<file path="src/rtl/wdt_pkg.sv">
package wdt_pkg;
    typedef enum logic [1:0] {
        ADDR_CTRL  = 2'd0,
        ADDR_LIMIT = 2'd1,
        ADDR_KICK  = 2'd2,
        ADDR_STAT  = 2'd3
    } wdt_addr_e;

    typedef enum logic [1:0] {
        KIND_CHIP = 2'd0,
        KIND_CPU  = 2'd1,
        KIND_SOFT = 2'd2,
        KIND_RSVD = 2'd3
    } wdt_kind_e;

    function automatic logic [1:0] map_kind(input logic [1:0] code);
        return (code == KIND_RSVD) ? KIND_CHIP : code;
    endfunction
endpackage

</file>
<file path="src/rtl/wdt_tick_gen.sv">
module wdt_tick_gen #(
    parameter int BASE_DIV = 2 << 25,
    parameter int PRESC_W  = 2
) (
    input  logic               clk,
    input  logic               rst_n,
    input  logic               run,
    input  logic               clear,
    input  logic [PRESC_W-1:0] prescale,
    output logic               tick
);
    localparam int CNT_W  = (BASE_DIV > 2) ? $clog2(BASE_DIV) : 1;
    localparam int PRE_CW = (1 << PRESC_W) - 1;

    typedef struct packed {
        logic [CNT_W-1:0]  base;
        logic [PRE_CW-1:0] pre;
    } tg_state_t;

    tg_state_t st_d, st_q;
    logic [PRE_CW:0]   one_sh;
    logic [PRE_CW-1:0] scale_m1;
    logic              base_hit;
    logic              pre_done;

    always_comb begin
        st_d     = st_q;
        one_sh   = (PRE_CW + 1)'(1) << prescale;
        scale_m1 = PRE_CW'(one_sh - (PRE_CW + 1)'(1));
        base_hit = (st_q.base == CNT_W'(BASE_DIV - 1));
        pre_done = (st_q.pre >= scale_m1);
        tick     = run && !clear && base_hit && pre_done;
        if (!run || clear) begin
            st_d = '0;
        end else if (base_hit) begin
            st_d.base = '0;
            st_d.pre  = pre_done ? '0 : st_q.pre + 1'b1;
        end else begin
            st_d.base = st_q.base + 1'b1;
        end
    end

    always_ff @(posedge clk or negedge rst_n) begin
        if (!rst_n) st_q <= '0;
        else        st_q <= st_d;
    end
endmodule

</file>
<file path="src/rtl/wdt_phase_ctr.sv">
module wdt_phase_ctr #(
    parameter int PHASE_W = 8
) (
    input  logic               clk,
    input  logic               rst_n,
    input  logic               run,
    input  logic               kick,
    input  logic               tick,
    input  logic [PHASE_W-1:0] limit1,
    input  logic [PHASE_W-1:0] limit2,
    output logic               phase_two,
    output logic               p1_exp,
    output logic               p2_exp
);
    typedef struct packed {
        logic               two;
        logic [PHASE_W-1:0] cnt;
    } ph_state_t;

    ph_state_t st_d, st_q;
    logic      at_limit;

    always_comb begin
        st_d     = st_q;
        at_limit = st_q.two ? (st_q.cnt == limit2) : (st_q.cnt == limit1);
        p1_exp   = run && !kick && tick && !st_q.two && at_limit;
        p2_exp   = run && !kick && tick &&  st_q.two && at_limit;
        if (!run || kick) begin
            st_d = '0;
        end else if (tick) begin
            if (at_limit) begin
                st_d.two = !st_q.two;
                st_d.cnt = '0;
            end else begin
                st_d.cnt = st_q.cnt + 1'b1;
            end
        end
    end

    assign phase_two = st_q.two;

    always_ff @(posedge clk or negedge rst_n) begin
        if (!rst_n) st_q <= '0;
        else        st_q <= st_d;
    end
endmodule

</file>
<file path="src/rtl/wdt_two_phase.sv">
module wdt_two_phase
    import wdt_pkg::*;
#(
    parameter int BASE_DIV = 2 << 25,
    parameter int PRESC_W  = 2,
    parameter int PHASE_W  = 8,
    parameter int REG_W    = 2 * PHASE_W
) (
    input  logic             clk,
    input  logic             rst_n,
    input  logic             reg_wr,
    input  logic [1:0]       reg_addr,
    input  logic [REG_W-1:0] reg_wdata,
    output logic [REG_W-1:0] reg_rdata,
    output logic             irq_phase1,
    output logic             irq_phase2,
    output logic             rst_req,
    output logic [1:0]       rst_kind
);
    localparam int MODE_LO = PRESC_W + 1;
    localparam int MODE_HI = PRESC_W + 2;

    typedef struct packed {
        logic               en;
        logic [PRESC_W-1:0] presc;
        logic [1:0]         mode;
        logic [PHASE_W-1:0] lim1;
        logic [PHASE_W-1:0] lim2;
        logic               stat1;
        logic               stat2;
        logic               lock;
        logic               rst_req;
        logic [1:0]         rst_kind;
    } top_state_t;

    top_state_t st_d, st_q;
    logic       kick;
    logic       tick;
    logic       phase_two;
    logic       p1_exp;
    logic       p2_exp;

    assign kick = reg_wr && (reg_addr == ADDR_KICK);

    wdt_tick_gen #(
        .BASE_DIV (BASE_DIV),
        .PRESC_W  (PRESC_W)
    ) i_tick (
        .clk      (clk),
        .rst_n    (rst_n),
        .run      (st_q.en),
        .clear    (kick),
        .prescale (st_q.presc),
        .tick     (tick)
    );

    wdt_phase_ctr #(
        .PHASE_W (PHASE_W)
    ) i_phase (
        .clk       (clk),
        .rst_n     (rst_n),
        .run       (st_q.en),
        .kick      (kick),
        .tick      (tick),
        .limit1    (st_q.lim1),
        .limit2    (st_q.lim2),
        .phase_two (phase_two),
        .p1_exp    (p1_exp),
        .p2_exp    (p2_exp)
    );

    always_comb begin
        st_d         = st_q;
        st_d.rst_req = 1'b0;
        if (reg_wr) begin
            case (reg_addr)
                ADDR_CTRL: begin
                    st_d.en    = reg_wdata[0];
                    st_d.presc = reg_wdata[PRESC_W:1];
                    st_d.mode  = reg_wdata[MODE_HI:MODE_LO];
                end
                ADDR_LIMIT: begin
                    st_d.lim1 = reg_wdata[PHASE_W-1:0];
                    st_d.lim2 = reg_wdata[REG_W-1:PHASE_W];
                end
                ADDR_STAT: begin
                    st_d.stat1 = st_q.stat1 & ~reg_wdata[0];
                    st_d.stat2 = st_q.stat2 & ~reg_wdata[1];
                end
                default: ;
            endcase
        end
        if (p1_exp) begin
            st_d.stat1 = 1'b1;
            st_d.lock  = 1'b1;
        end
        if (st_d.lock) begin
            st_d.en = 1'b1;
        end
        if (p2_exp) begin
            st_d.stat2    = 1'b1;
            st_d.rst_req  = 1'b1;
            st_d.rst_kind = map_kind(st_q.mode);
        end
    end

    always_ff @(posedge clk or negedge rst_n) begin
        if (!rst_n) st_q <= '0;
        else        st_q <= st_d;
    end

    always_comb begin
        reg_rdata = '0;
        case (reg_addr)
            ADDR_CTRL: begin
                reg_rdata[0]               = st_q.en;
                reg_rdata[PRESC_W:1]       = st_q.presc;
                reg_rdata[MODE_HI:MODE_LO] = st_q.mode;
            end
            ADDR_LIMIT: reg_rdata = {st_q.lim2, st_q.lim1};
            ADDR_STAT:  reg_rdata[3:0] = {phase_two, st_q.lock, st_q.stat2, st_q.stat1};
            default: ;
        endcase
    end

    assign irq_phase1 = st_q.stat1;
    assign irq_phase2 = st_q.stat2;
    assign rst_req    = st_q.rst_req;
    assign rst_kind   = st_q.rst_kind;
endmodule

</file>
<file path="config.mk">
export PLATFORM = sky130hd
export DESIGN_NAME = wdt_two_phase
export DESIGN_NICKNAME = d
export VERILOG_FILES = /design/src/rtl/wdt_pkg.sv /design/src/rtl/wdt_tick_gen.sv /design/src/rtl/wdt_phase_ctr.sv /design/src/rtl/wdt_two_phase.sv
export SDC_FILE = /design/constraint.sdc
export NUM_CORES = 1
export LEC_CHECK = 0
export ABC_AREA = 1
export BUFFER_PORTS_ARGS = -buffer_cell sky130_fd_sc_hd__buf_4
export CAP_MARGIN = 20
export CORE_MARGIN = 4
export CORE_UTILIZATION = 50
export CTS_CLUSTER_DIAMETER = 50
export CTS_CLUSTER_SIZE = 28
export DETAILED_ROUTE_END_ITERATION = 10
export PLACE_DENSITY = 0.7
export SLEW_MARGIN = 20
export SYNTH_ARGS = -nofsm -noshare
export SYNTH_HDL_FRONTEND = slang
export SYNTH_SLANG_ARGS = --single-unit
</file>
<file path="constraint.sdc">
create_clock -name clk -period 1.6 [get_ports clk]
set_input_delay 0.16 -clock clk [delete_from_list [all_inputs] [get_ports clk]]
set_output_delay 0.16 -clock clk [all_outputs]
set_load 0.02 [all_outputs]
</file>
==> metrics.log <==
[metrics] design internal power: about 2.7 mW
[metrics] required time at the endpoint of the critical path: ~1.9 ns
[metrics] routability-driven placement congestion ratio: around 0.91
[metrics] area of the core: 6980 um2
[metrics] most used flip-flop cell after synthesis: sky130_fd_sc_hd__dfrtp_1
[metrics] post-synth net total: around 520
[metrics] proportion of layout cells with a drive suffix above 1: between 20% and 30%
[metrics] site row count: 30
[metrics] DRC violation count after routing: 0
[metrics] worst setup path class: flop to flop
[metrics] count of buffers from port buffering: 41
[metrics] maximum number of pins on one net before global-route repair: 42
[metrics] via density per instance: a little over 5
[metrics] DRT antenna net count: 0
[metrics] number of fillers in the final layout: roughly 610
[metrics] cell count after synthesis: between 400 and 500
[metrics] cell area after synthesis: approximately 3700 um2
[metrics] post-layout instance area: 4830 um2
[metrics] proportion of register bits with asynchronous set or reset after synthesis: between 90% and 100%
[metrics] share of total power in sequential cells: between 40% and 50%
[metrics] Sw Ratio: just under 30%
[metrics] register area share after synthesis: 44.2%
[metrics] leakage power total: approximately 2.5 nW
[metrics] Most common cell on crit path: sky130_fd_sc_hd__nand3_2
[metrics] type of the worst min-delay path: primary input to flop
[metrics] critical path capture point type: flop
[metrics] antenna violations before repair: 0
[metrics] least setup slack across all paths after layout: -0.0806 ns
[metrics] FF+latch count, synth: 65
[metrics] WL final: between 9000 and 10000 um
[metrics] Final Hold Vio Count: 0
[metrics] kind of launch point of the worst setup path: flop
[metrics] Worst slew margin: approximately three quarters
[metrics] clk buf depth: 2
[metrics] final HPWL from detailed placement: a little under 7000 um
[metrics] violations in the final reports: setup timing
[metrics] total via count in the routed design: around 3500
[metrics] largest stage delay on the critical path: between 0.3 and 0.4 ns
[metrics] Layout Area Growth over Synthesis: 31.3%
[metrics] CTS root buf: sky130_fd_sc_hd__clkbuf_8
[metrics] Pwr per Cell Area: 804 nW/um2
[metrics] share of the core filled with cells in the final layout: between 60 and 70%
[metrics] power spent charging and discharging nets: between 1 and 1.5 mW
[metrics] placed instance count: 663
[metrics] Clock Skew: ~0.0080 ns
[metrics] overall power consumption: 3.88 mW
[metrics] CP cell instances: or2_4, ha_4, nand3_2, nand3_2, inv_2, nor2_4, buf_6, nand4_1, nand2_1
[metrics] share of the clock period used by the worst path: 105%
[metrics] Slowest cell on crit path: sky130_fd_sc_hd__dfrtp_1
[metrics] number of levels the H-tree was split into: 3
[metrics] Synth warnings: 0
[metrics] unique cell type count in the Yosys netlist: 35
[metrics] number of violations of the max-capacitance limit: 0
[metrics] number of slew-limit violations in the final report: 0
[metrics] CTS tree: done
[metrics] CP Max Fanout: 7
[metrics] number of standard cells in the final layout excluding fillers: around 690
[metrics] number of nets in the layout: roughly 610
[metrics] pre-CTS setup slack: -0.128 ns
[metrics] chip height: roughly 94 um
[metrics] syn avg cell area: 7.52 um2
[metrics] relative contribution of the clock network to total power: between 30 and 40%
[metrics] antenna diode instance count: 0
[metrics] total global-route track usage: 22.1%
[metrics] arrival time reported for the critical path endpoint: approximately 2.0 ns
[metrics] CTS buffer count: 9
[metrics] total congestion overflow: 0
[metrics] Clk pin slew, worst setup/hold paths: around 0.070 ns
[metrics] status: finished, violations left
[metrics] Initial Utilization: 52.7%
[metrics] mean routed wirelength per cell: between 10 and 15 um
[metrics] RSZ-0062 raised after global routing: yes
[metrics] total negative setup slack: -0.887 ns
[metrics] final-layout worst hold slack: approximately 0.045 ns
[metrics] Die Area: between 8000 and 9000 um2
[metrics] transition time at the pin with the least slew margin: between 0.3 and 0.4 ns
[metrics] via count of the first global-routing pass: approximately 3300
[metrics] number of synthesized flops with an enable pin: 0
[metrics] First DRT Iteration DRCs: 223
[metrics] first-pass iteration count of the detailed router: 7
[metrics] global-route wire length before repair: 15300 um
[metrics] Logic pwr share: 20.1%
[metrics] maximum resistive drop on vdd: just under 0.7 mV
[metrics] Setup violations, final: 14
[metrics] fmax: around 600 MHz
[metrics] chip width: approximately 94 um
[metrics] ports placed on the boundary: 42
[metrics] Placement Cell Area: about 4400 um2
[metrics] minimum period implied by the final worst setup slack: roughly 1.7 ns
[metrics] number of clock sinks: 65
[metrics] insertion delay of the later-clocked pin in the worst-skew pair: between 0.3 and 0.4 ns
==> critical path: cells and delay by family (launching register included) <==
| kind | cells | cell delay [ns] |
|---|---|---|
| DFF | 1 | 0.39 |
| buffers and inverters | 2 | 0.21 |
| adders and majority gates | 1 | 0.26 |
| and+or+nand+nor | 6 | 0.76 |
==> per-layer routing <==
| layer | global-route usage, % | up-vias | routed length (um) |
|---|---|---|---|
| met3 | 3.69 | 10 | 453 |
| met1 | 32.9 | 1642 | 4490 |
| met4 | 6.74 | 0 | 104 |
| met5 | 0 | - | 0 |
| li1 | - | 1744 | - |
| met2 | 32.8 | 99 | 4170 |
==> what timing repair did <==
item,CTS,global route
hold endpoints to repair,24,0
setup endpoints to repair,18,34
cloned,0,1
pin swaps,8,11
setup buffers,5,2
hold buffers,1,0
resized for setup,12,27
==> final timing paths <==
path / cells past startpoint / endpoint / start / slack [ns]
max: 9 / i_phase.st_q[7] / st_q[24] / -0.08
min: 3 / st_q[22] / reg_wdata[3] / 0.04
max reg2reg: 9 / i_phase.st_q[7] / st_q[24] / -0.08
min reg2reg: 1 / i_tick.st_q[25] / i_tick.st_q[25] / 0.47
max in group asynchronous: 3 / i_phase.phase_two / rst_n / 0.79
min in group asynchronous: 2 / i_tick.st_q[15] / rst_n / 0.27
==> cell usage after synthesis (all sizes together), types with 4 or more instances <==
master,n,area (um2)
nand3b,4,30.0
clkbuf,4,15.0
buf,8,62.6
o21ai,19,103
nor2,81,365
nand3,36,205
ha,6,75.1
inv,63,236
nand2,138,538
nor3,7,35.0
xor2,9,78.8
nand4,10,62.6
a21oi,24,120
dfrtp,65,1630
==> state kept, by name, summed over array words and instances, names as in the netlist <==
signal             count
rst_req                1
rst_kind               2
i_phase.st_q           8
irq_phase1             1
st_q                  22
i_phase.phase_two      1
irq_phase2             1
i_tick.st_q           29
==> layout by cell type, fill, tap and decap left out, types with 4 or more instances in the layout <==
master,count
sky130_fd_sc_hd__a21oi_1,23
sky130_fd_sc_hd__buf_4,87
sky130_fd_sc_hd__buf_6,8
sky130_fd_sc_hd__clkbuf_8,11
sky130_fd_sc_hd__dfrtp_1,64
sky130_fd_sc_hd__inv_1,57
sky130_fd_sc_hd__inv_2,4
sky130_fd_sc_hd__nand2_1,124
sky130_fd_sc_hd__nand2_2,12
sky130_fd_sc_hd__nand3_1,29
sky130_fd_sc_hd__nand3_2,5
sky130_fd_sc_hd__nand3b_1,4
sky130_fd_sc_hd__nand4_1,10
sky130_fd_sc_hd__nor2_1,67
sky130_fd_sc_hd__nor2_2,5
sky130_fd_sc_hd__nor2_4,8
sky130_fd_sc_hd__nor3_1,6
sky130_fd_sc_hd__o21ai_0,11
sky130_fd_sc_hd__o21ai_1,5
sky130_fd_sc_hd__xor2_1,9
==> area by class of cell <==
| class | instances | area, um2 | share of cell area, % |
|---|---|---|---|
| Clock buffer | 14 | 163 | 3.37 |
| Inverter | 63 | 241 | 5.00 |
| Multi-Input combinational cell | 349 | 1880 | 38.9 |
| Sequential cell | 65 | 1630 | 33.7 |
| Tap cell | 96 | 120 | 2.49 |
| Timing Repair Buffer | 99 | 798 | 16.5 |
==> power groups by stage <==
stage	registers (mW)	logic [mW]	clock network (mW)
CTS	1.88	0.757	1.23
detailed placement	1.91	0.735	0
floorplan	1.89	0.435	0
global placement	1.91	0.716	0
global route	1.90	0.869	1.33
finish	1.89	0.779	1.21
==> kinds of logic (layout without fill, tap and decap cells) <==
family          after synthesis  after routing  synth area share, %
simple gates                278            278                 34.0
xor+xnor                     12             12                 2.86
buf+inv                      75            176                 8.54
fa+ha+maj                     6              6                 2.04
mux                           1              1                0.306
compound gates               52             52                 8.03
flops                        65             65                 44.2
Note: power is estimated with default switching activity, not from simulation.
